$ cat config.mk
export PLATFORM = sky130hd
export DESIGN_NAME = tagop_unit
export DESIGN_NICKNAME = d
export VERILOG_FILES = /design/src/rtl/tagop_pkg.sv /design/src/rtl/tagop_rows.sv /design/src/rtl/tagop_tags.sv /design/src/rtl/tagop_fsm.sv /design/src/rtl/tagop_unit.sv
export SDC_FILE = /design/constraint.sdc
export NUM_CORES = 1
export LEC_CHECK = 0
export ABC_AREA = 1
export BUFFER_PORTS_ARGS = -buffer_cell sky130_fd_sc_hd__buf_2
export CAP_MARGIN = 25
export CORE_ASPECT_RATIO = 1.2
export CORE_MARGIN = 4
export CORE_UTILIZATION = 45
export DETAILED_ROUTE_END_ITERATION = 8
export SLEW_MARGIN = 0
export SYNTH_ARGS = -nofsm -noshare
export SYNTH_HDL_FRONTEND = slang
export SYNTH_SLANG_ARGS = --single-unit
$ cat constraint.sdc
create_clock -name clk -period 17.47 [get_ports clk]
set_input_delay 3.494 -clock clk [delete_from_list [all_inputs] [get_ports clk]]
set_output_delay 3.494 -clock clk [all_outputs]
set_load 0.005 [all_outputs]
$ cat src/rtl/tagop_pkg.sv
package tagop_pkg;

    typedef enum logic [1:0] {
        ST_IDLE     = 2'd0,
        ST_RELOAD   = 2'd1,
        ST_WAIT_OPS = 2'd2,
        ST_RESULT   = 2'd3
    } tagop_state_e;

    localparam logic [1:0] F0_SUM = 2'b00;
    localparam logic [1:0] F0_XOR = 2'b01;
    localparam logic [1:0] F0_AND = 2'b10;
    localparam logic [1:0] F0_OR  = 2'b11;

    localparam logic [1:0] F1_PASS = 2'b00;
    localparam logic [1:0] F1_ADDK = 2'b01;
    localparam logic [1:0] F1_XORK = 2'b10;
    localparam logic [1:0] F1_ROTL = 2'b11;

endpackage

$ cat src/rtl/tagop_rows.sv
module tagop_rows
    import tagop_pkg::*;
#(
    parameter int NREG = 4,
    parameter int DW   = 8,
    localparam int CFGW = NREG + 4 + DW
) (
    input  logic [NREG*DW-1:0] regs,
    input  logic [CFGW-1:0]    cfg,
    output logic [DW-1:0]      row_out
);

    logic [NREG-1:0] use_mask;
    logic [1:0]      fn_a;
    logic [1:0]      fn_b;
    logic [DW-1:0]   kconst;
    logic [DW-1:0]   row_a;

    assign use_mask = cfg[NREG-1:0];
    assign fn_a     = cfg[NREG+1:NREG];
    assign fn_b     = cfg[NREG+3:NREG+2];
    assign kconst   = cfg[CFGW-1:NREG+4];

    // first row: reduction over the selected live registers
    always_comb begin
        row_a = (fn_a == F0_AND) ? {DW{1'b1}} : {DW{1'b0}};
        for (int i = 0; i < NREG; i++) begin
            if (use_mask[i]) begin
                unique case (fn_a)
                    F0_SUM: row_a = row_a + regs[i*DW +: DW];
                    F0_XOR: row_a = row_a ^ regs[i*DW +: DW];
                    F0_AND: row_a = row_a & regs[i*DW +: DW];
                    F0_OR:  row_a = row_a | regs[i*DW +: DW];
                endcase
            end
        end
    end

    // second row: works on the intermediate value of the first row
    always_comb begin
        unique case (fn_b)
            F1_PASS: row_out = row_a;
            F1_ADDK: row_out = row_a + kconst;
            F1_XORK: row_out = row_a ^ kconst;
            F1_ROTL: row_out = {row_a[DW-2:0], row_a[DW-1]};
        endcase
    end

endmodule

$ cat src/rtl/tagop_tags.sv
module tagop_tags #(
    parameter int NSLOT = 4,
    parameter int OPW   = 4,
    parameter int CFGW  = 16,
    localparam int IW   = (NSLOT > 1) ? $clog2(NSLOT) : 1
) (
    input  logic                  clk,
    input  logic                  rst_n,
    input  logic [OPW-1:0]        look_op,
    output logic                  hit,
    output logic [IW-1:0]         hit_idx,
    output logic [IW-1:0]         victim_idx,
    input  logic                  touch_en,
    input  logic [IW-1:0]         touch_idx,
    input  logic                  fill_en,
    input  logic [IW-1:0]         fill_idx,
    input  logic [OPW-1:0]        fill_tag,
    input  logic [CFGW-1:0]       fill_cfg,
    output logic [NSLOT*CFGW-1:0] slot_cfg
);

    logic [NSLOT-1:0] vld_q;
    logic [OPW-1:0]   tag_q [NSLOT];
    logic [CFGW-1:0]  cfg_q [NSLOT];
    logic [IW-1:0]    age_q [NSLOT];
    logic             any_free;

    // tag match, lowest index wins
    always_comb begin
        hit     = 1'b0;
        hit_idx = '0;
        for (int i = NSLOT - 1; i >= 0; i--) begin
            if (vld_q[i] && (tag_q[i] == look_op)) begin
                hit     = 1'b1;
                hit_idx = IW'(i);
            end
        end
    end

    // victim: lowest free slot, else the oldest one
    always_comb begin
        any_free   = 1'b0;
        victim_idx = '0;
        for (int i = NSLOT - 1; i >= 0; i--) begin
            if (!vld_q[i]) begin
                any_free   = 1'b1;
                victim_idx = IW'(i);
            end
        end
        if (!any_free) begin
            for (int i = 0; i < NSLOT; i++) begin
                if (age_q[i] == IW'(NSLOT - 1)) victim_idx = IW'(i);
            end
        end
    end

    always_ff @(posedge clk) begin
        if (!rst_n) begin
            vld_q <= '0;
            for (int i = 0; i < NSLOT; i++) begin
                tag_q[i] <= '0;
                cfg_q[i] <= '0;
                age_q[i] <= IW'(i);
            end
        end else begin
            if (fill_en) begin
                vld_q[fill_idx] <= 1'b1;
                tag_q[fill_idx] <= fill_tag;
                cfg_q[fill_idx] <= fill_cfg;
            end
            if (touch_en) begin
                for (int j = 0; j < NSLOT; j++) begin
                    if (IW'(j) == touch_idx)             age_q[j] <= '0;
                    else if (age_q[j] < age_q[touch_idx]) age_q[j] <= age_q[j] + 1'b1;
                end
            end
        end
    end

    for (genvar s = 0; s < NSLOT; s++) begin : g_cfg_out
        assign slot_cfg[s*CFGW +: CFGW] = cfg_q[s];
    end

endmodule

$ cat src/rtl/tagop_fsm.sv
module tagop_fsm
    import tagop_pkg::*;
#(
    parameter int NSLOT = 4,
    parameter int OPW   = 4,
    localparam int IW   = (NSLOT > 1) ? $clog2(NSLOT) : 1
) (
    input  logic           clk,
    input  logic           rst_n,
    input  logic           iss_valid,
    input  logic [OPW-1:0] iss_op,
    input  logic           hit,
    input  logic [IW-1:0]  hit_idx,
    input  logic [IW-1:0]  victim_idx,
    input  logic           rld_done,
    input  logic           all_ready,
    output logic           stall,
    output logic           rld_req,
    output logic           res_valid,
    output logic           capture,
    output logic           touch_en,
    output logic [IW-1:0]  touch_idx,
    output logic           fill_en,
    output logic [IW-1:0]  cur_slot,
    output logic [OPW-1:0] cur_op
);

    tagop_state_e state_q, state_d;

    always_comb begin
        state_d = state_q;
        unique case (state_q)
            ST_IDLE:     if (iss_valid) state_d = hit ? ST_WAIT_OPS : ST_RELOAD;
            ST_RELOAD:   if (rld_done)  state_d = ST_WAIT_OPS;
            ST_WAIT_OPS: if (all_ready) state_d = ST_RESULT;
            ST_RESULT:                  state_d = ST_IDLE;
        endcase
    end

    always_ff @(posedge clk) begin
        if (!rst_n) begin
            state_q  <= ST_IDLE;
            cur_slot <= '0;
            cur_op   <= '0;
        end else begin
            state_q <= state_d;
            if (state_q == ST_IDLE && iss_valid) begin
                cur_op   <= iss_op;
                cur_slot <= hit ? hit_idx : victim_idx;
            end
        end
    end

    always_comb begin
        stall     = (state_q != ST_IDLE);
        rld_req   = (state_q == ST_RELOAD);
        res_valid = (state_q == ST_RESULT);
        capture   = (state_q == ST_WAIT_OPS) && all_ready;
        fill_en   = (state_q == ST_RELOAD) && rld_done;
        touch_en  = fill_en || ((state_q == ST_IDLE) && iss_valid && hit);
        touch_idx = fill_en ? cur_slot : hit_idx;
    end

endmodule

$ cat src/rtl/tagop_unit.sv
module tagop_unit #(
    parameter int NREG  = 4,
    parameter int DW    = 8,
    parameter int OPW   = 4,
    parameter int NSLOT = 4,
    localparam int CFGW = NREG + 4 + DW,
    localparam int IW   = (NSLOT > 1) ? $clog2(NSLOT) : 1
) (
    input  logic               clk,
    input  logic               rst_n,
    input  logic [NREG*DW-1:0] snoop_data,
    input  logic [NREG-1:0]    snoop_rdy,
    input  logic               iss_valid,
    input  logic [OPW-1:0]     iss_op,
    output logic               stall,
    output logic               res_valid,
    output logic [DW-1:0]      res_data,
    output logic               rld_req,
    output logic [OPW-1:0]     rld_op,
    input  logic               rld_done,
    input  logic [CFGW-1:0]    rld_cfg
);

    logic [NSLOT*CFGW-1:0] slot_cfg;
    logic [NSLOT*DW-1:0]   row_out;
    logic                  hit;
    logic [IW-1:0]         hit_idx;
    logic [IW-1:0]         victim_idx;
    logic                  touch_en;
    logic [IW-1:0]         touch_idx;
    logic                  fill_en;
    logic                  capture;
    logic [IW-1:0]         cur_slot;
    logic [OPW-1:0]        cur_op;
    logic [CFGW-1:0]       cur_cfg;
    logic [NREG-1:0]       cur_mask;
    logic                  all_ready;
    logic [DW-1:0]         res_q;

    for (genvar s = 0; s < NSLOT; s++) begin : g_slot
        tagop_rows #(.NREG(NREG), .DW(DW)) u_rows (
            .regs    (snoop_data),
            .cfg     (slot_cfg[s*CFGW +: CFGW]),
            .row_out (row_out[s*DW +: DW])
        );
    end

    tagop_tags #(.NSLOT(NSLOT), .OPW(OPW), .CFGW(CFGW)) u_tags (
        .clk        (clk),
        .rst_n      (rst_n),
        .look_op    (iss_op),
        .hit        (hit),
        .hit_idx    (hit_idx),
        .victim_idx (victim_idx),
        .touch_en   (touch_en),
        .touch_idx  (touch_idx),
        .fill_en    (fill_en),
        .fill_idx   (cur_slot),
        .fill_tag   (cur_op),
        .fill_cfg   (rld_cfg),
        .slot_cfg   (slot_cfg)
    );

    tagop_fsm #(.NSLOT(NSLOT), .OPW(OPW)) u_fsm (
        .clk        (clk),
        .rst_n      (rst_n),
        .iss_valid  (iss_valid),
        .iss_op     (iss_op),
        .hit        (hit),
        .hit_idx    (hit_idx),
        .victim_idx (victim_idx),
        .rld_done   (rld_done),
        .all_ready  (all_ready),
        .stall      (stall),
        .rld_req    (rld_req),
        .res_valid  (res_valid),
        .capture    (capture),
        .touch_en   (touch_en),
        .touch_idx  (touch_idx),
        .fill_en    (fill_en),
        .cur_slot   (cur_slot),
        .cur_op     (cur_op)
    );

    assign cur_cfg   = slot_cfg[int'(cur_slot)*CFGW +: CFGW];
    assign cur_mask  = cur_cfg[NREG-1:0];
    assign all_ready = ((snoop_rdy & cur_mask) == cur_mask);

    always_ff @(posedge clk) begin
        if (!rst_n)       res_q <= '0;
        else if (capture) res_q <= row_out[int'(cur_slot)*DW +: DW];
    end

    assign res_data = res_q;
    assign rld_op   = cur_op;

endmodule

Word level (Yosys, flattened, before mapping)
Memory sizes are Yosys's and may differ from the RTL's.
Cells that the tools add are included.

cells by class
  add/sub/neg operators = 24
  magnitude comparators = 6
  eq/ne operators = 42
  shift operators = 2
  multiplexer cells = 124
  bitwise operators = 62
  reductions and logical operators = 24

operator list
  kind                   count
  $pmux W8 S4            20
  $add A8 B8 Y8          20
  $mux W8                20
  $xor A8 B8 Y8          20
  $and A8 B8 Y8          16
  $or A8 B8 Y8           16
  $shiftx A64 B7 Y4      1
  $mux W2                29
  $mux W1                51
  $eq A2 B2 Y1 const B   22
  $shiftx A32 B6 Y8      1
  $eq A4 B4 Y1           5
  $logic_not A2 Y1       10
  $eq A2 B1 Y1 const B   9
  $mux W16               1
  $reduce_or A16 Y1      1
  $logic_and A1 B1 Y1    9
  $add A2 B1 Y2 const B  4
  $lt A2 B2 Y1           4
  $or A1 B1 Y1           8
  $pmux W2 S4            1
  $and A4 B4 Y4          1
  $eq A2 B2 Y1 const A   2
  $mux W4                1
  other kinds (11)       12

word-level totals
  register bits after elaboration = 20
  bits in writable memories = 88
  output and inout bits = 15
  memories = 3

memories
  memory        words  bits a word  read ports  clocked after Yosys merged registers in  write ports  RTL line          source
  u_tags.cfg_q  4      16           4           0                                        4            tagop_tags.sv:24  logic [CFGW-1:0] cfg_q [NSLOT];
  u_tags.tag_q  4      4            4           0                                        4            tagop_tags.sv:23  logic [OPW-1:0] tag_q [NSLOT];
  u_tags.age_q  4      2            5           0                                        4            tagop_tags.sv:25  logic [IW-1:0] age_q [NSLOT];

Depth between registers and ports, before layout
  word-level depth = 17
  depth in mapped cells = 52
  gate-level depth less buffers = 49

Cells and area by module
A second synthesis with hierarchy kept.

second synthesis, totals
  cells, all modules = 2710
  area, all modules = 17924.7 um^2

by module, submodules not included
  module                          times used  cells each  area an instance (um^2)  seq. area each (um^2)
  tagop_tags                      1           377         3941.3                   2722.6
  tagop_rows at g_slot[2].u_rows  1           528         3205.6                   0.0
  tagop_rows at g_slot[3].u_rows  1           528         3155.5                   0.0
  tagop_rows at g_slot[1].u_rows  1           507         3144.3                   0.0
  tagop_rows at g_slot[0].u_rows  1           533         3106.7                   0.0
  tagop_unit                      1           163         872.1                    160.2
  tagop_fsm                       1           74          499.2                    160.2

Worst setup path after synthesis
No wires, ideal clock.

  path type = input to register
  start point = in snoop_data[1]
  end point = reg res_q[6], in the netlist res_data[6]
  setup time = 117 ps
  arrival = 9134 ps
  data required time = 17353 ps
  path slack = 8219 ps
  stages = 40
  path buffers = 1
  cell sequence = buf_2 -> inv_1 -> ha_1 -> ha_1 -> a21oi_1 -> o2111ai_1 -> nand2_1 -> inv_1 -> fa_1 -> a21oi_1 -> o2111ai_1 -> a21boi_1 -> inv_1 -> fa_1 -> inv_1 -> nor2_1 -> o211ai_1 -> o21a_1 -> [4 not listed] -> o21ai_0 -> a21boi_0 -> ha_1 -> a21oi_1 -> o31ai_1 -> inv_1 -> nor2_1 -> nor2_1 -> o21bai_1 -> or2_2 -> nand3_1 -> o211ai_1 -> inv_1 -> nand2_1 -> nand3_1 -> nand3_1 -> nor2_1 -> nor2_1

between the ends
  longest elaborated chain between the ends = 15

ends and longest elaborated chain
  element                                                RTL line                            source
  from (decl)                                            tagop_unit.sv:11                    input logic [NREG*DW-1:0] snoop_data,
  $add A8 B8 Y8, or another cell as far along            tagop_rows.sv:30                    F0_SUM: row_a = row_a + regs[i*DW +: DW];
  $pmux W8 S4                                            tagop_rows.sv:29                    unique case (fn_a)
  $mux W8                                                tagop_rows.sv:28                    if (use_mask[i]) begin
  $add A8 B8 Y8, or another cell as far along            tagop_rows.sv:30
  $pmux W8 S4                                            tagop_rows.sv:29
  $mux W8                                                tagop_rows.sv:28
  $add A8 B8 Y8, or another cell as far along            tagop_rows.sv:30
  $pmux W8 S4                                            tagop_rows.sv:29
  $mux W8                                                tagop_rows.sv:28
  $add A8 B8 Y8, or another cell as far along            tagop_rows.sv:30
  $pmux W8 S4                                            tagop_rows.sv:29
  $mux W8                                                tagop_rows.sv:28
  $add A8 B8 Y8 / $xor A8 B8 Y8 (equally long branches)  tagop_rows.sv:43, tagop_rows.sv:44
  $pmux W8 S4                                            tagop_rows.sv:41                    unique case (fn_b)
  $shiftx A32 B6 Y8 (*)                                  tagop_unit.sv:91                    else if (capture) res_q <= row_out[int'(cur_slot)*DW +: DW];
  to (signal assigned)                                   tagop_unit.sv:91
  to (decl)                                              tagop_unit.sv:38                    logic [DW-1:0] res_q;

Mark *: on every way between the ends. The rest lies on a longest branch, timed or not.
A chain may end at the register's enable or synchronous reset.

Worst setup path after layout
Ends and elaborated chain as after synthesis.

==> qor.yml <==
fin_hold_ws_ps: 503
cts_setup_buffers: 0
maxSlewViolCount: 0
seq_area_frac_synth_pct: 17.6
vias_per_cell: 5.90
area_delta_synth_final_pct: 6.20
start_util_pct: 45.6
hold_class: "flop to flop"
clk_path_buf_depth: 2
cpPeakStageDelay_ps: 440
synth_nets: 2926
cts.sinks: 108
cap_violations: 0
syn_area_per_cell_um2: 6.70
dr.pass1.iters: 6
worstPathArrival_ps: 10580
fp.dieH_um: 223
ctsResizeCount: 0
cts_tree: "done"
rows: 78
antenna_found_initial: 0
netlist_area_um2: 17300
antenna_left: 0
setup_viol: 0
gp_congestion: 0.976
rsz0062_at_grt: "false"
status: "finished clean"
finClkSkew_ps: 21.4
hold_buffers: 0
yosysUniqueCellTypes: 56
synth_top_area_share_pct: 19.1
worstSetupStartpointType: "input pin"
io_pins: 75
slowest_stage: "a21boi_0"
hpwl_mm: 52.2
die_w_um: 187
drtIter0Drc: 1582
synthArstFlopShare_pct: 0
finalCritPeriodShare_pct: 58.8
fill_cells: 3950
layout_commonest_cell: "nand2_1"
slew-limit-headroom_pct: 33.1
synth_area_leaders: "ha_1 (19%), edfxtp_1 (15%), nand2_1 (11%)"
power_mw: 1.41
ys_ff_latch: 108
grt_overflow: 0
yosysWarnings: 0
portBuffers: 74
path_clk_slew_ps: 80
grt_start_max_net_pins: 31
clk_latency_ps: 390
critPathMaxFanout: 9
cts-root-buf: "clkbuf_16"
drive_gt1_share_pct: 7.04
final_cell_area_um2: 18400
grtUsageTotal_pct: 30.3
grt_use_met3_pct: 2.49
grt_most_used_layer: "met2"
cp-end-kind: "flop"
period_minus_slack_ps: 10270
num_antenna_cells: 0
vias: 18200
met2_usage_pct: 52.4
synth-main-ff-cell: "edfxtp_1"
dieArea_um2: 41700
p_leak_nw: 9.24
vdd_ir_drop_max_v: 0.0000781
cts-htree-levels: 3
totalWireLength_mm: 65.5
worst-setup-path-type: "input pin to flop"
max_slew.worst_pin.slew_ps: 1000
wire_per_inst_um: 21.2
core-area_um2: 38000
hold_violations: 0
finalSetupTns_ps: 0
final_cell_mix: "nand2_1 (496), inv_1 (422), ha_1 (265)"
drc: 0
placed_cell_area_um2: 18100
fmax_mhz: 97.4
crit_top_cell: "inv_1"
synth-edff-count: 88
cts_buffers: 9
yosysTopAreaCell: "ha_1"
grt_pass1_wl_mm: 99.5
grtUsageMet1_pct: 35.7
synthCells: 2585
nNetsFinal: 2949
powerDensity_nw_per_um2: 76.6
cp.required_ps: 17780
grt_pass1_vias: 17600
[registers in the layout (all words and copies together), names as in the netlist]
signal          flops
u_fsm.cur_slot      2
u_tags.age_q        8
u_tags.tag_q       16
res_data            8
u_tags.vld_q        4
u_fsm.state_q       2
u_tags.cfg_q       64
u_fsm.cur_op        4
[power by group]
group / switching [mW] / internal, mW
clock network: 0.113 / 0.112
logic: 0.561 / 0.289
registers: 0.0277 / 0.306
[final timing paths]
path,start,end,slack [ps],depth (start not counted)
max,snoop_data[1],res_data[6],7200,44
min,u_fsm.cur_op[2],u_fsm.cur_op[2],500,2
max reg2reg,u_tags.cfg_q[3][5],res_data[6],8950,46
min reg2reg,u_fsm.cur_op[2],u_fsm.cur_op[2],500,2
[cell type report]
cell class	instances	area, um^2	area share [%]
inverters	454	1710	9.29
repair buffers	91	538	2.92
clock inverters	7	73.8	0.401
multi-input cells	1944	12200	66.4
well taps	480	601	3.26
clock buffers	9	225	1.22
flip-flops and latches	108	3040	16.5
[cells by family (layout without fill, tap and decap cells)]
kind of cell | count (synthesis) | in the layout | share of synthesized area (%)
simple gates | 953 | 953 | 23.2
compound gates | 658 | 658 | 23.6
buf+inv | 533 | 561 | 12.0
fa+ha+maj | 281 | 281 | 21.0
flops | 108 | 108 | 17.6
xor+xnor | 52 | 52 | 2.63
[synthesized netlist by cell type (4+ instances only)]
master and n:
o211ai_1 49, nand3_1 177, ha_1 265, a221oi_1 13
a31oi_1 14, o21ai_0 211, o21bai_1 6, inv_2 19
clkbuf_1 38, nand2_1 496, edfxtp_1 88, xor2_1 35
nor3_1 19, nor2_1 204, xnor2_1 17, a211oi_1 23
o221ai_1 65, nand2_2 8, or2_2 7, o21a_1 4
o31ai_1 6, clkinv_1 11, a21oi_2 8, a21boi_2 6
nand4_1 21, o21ai_2 14, buf_2 29, dfxtp_1 20
fa_1 16, o22ai_1 38, nor2_2 6, o2111ai_1 8
o21ai_1 20, inv_1 422, a21oi_1 155, buf_4 8
nand3b_1 6, a21boi_1 6, o311ai_0 5
[worst max-delay path, delay by kind of cell]
family | cells | cell delay, ps
compound gates | 13 | 2530
fa+ha+maj | 6 | 1890
simple gates | 15 | 1630
buf+inv | 9 | 840
xor+xnor | 1 | 180
[routing by layer]
layer	vias up	part of all wire [%]
met5	-	0
met4	0	7.9
met3	221	4.6
met2	735	48
met1	8439	40
li1	8854	-
[per-stage QoR]
step / std cells / util [%] / setup WS, ps
global placement: 3075 / 47.5 / 7030
CTS: 3092 / 48.4 / 7290
finish: 3093 / 48.5 / 7200
detailed placement: 3076 / 47.6 / 6940
global route: 3093 / 48.5 / 6580
floorplan: 2585 / - / 8220
(Power assumes the default switching activity.)
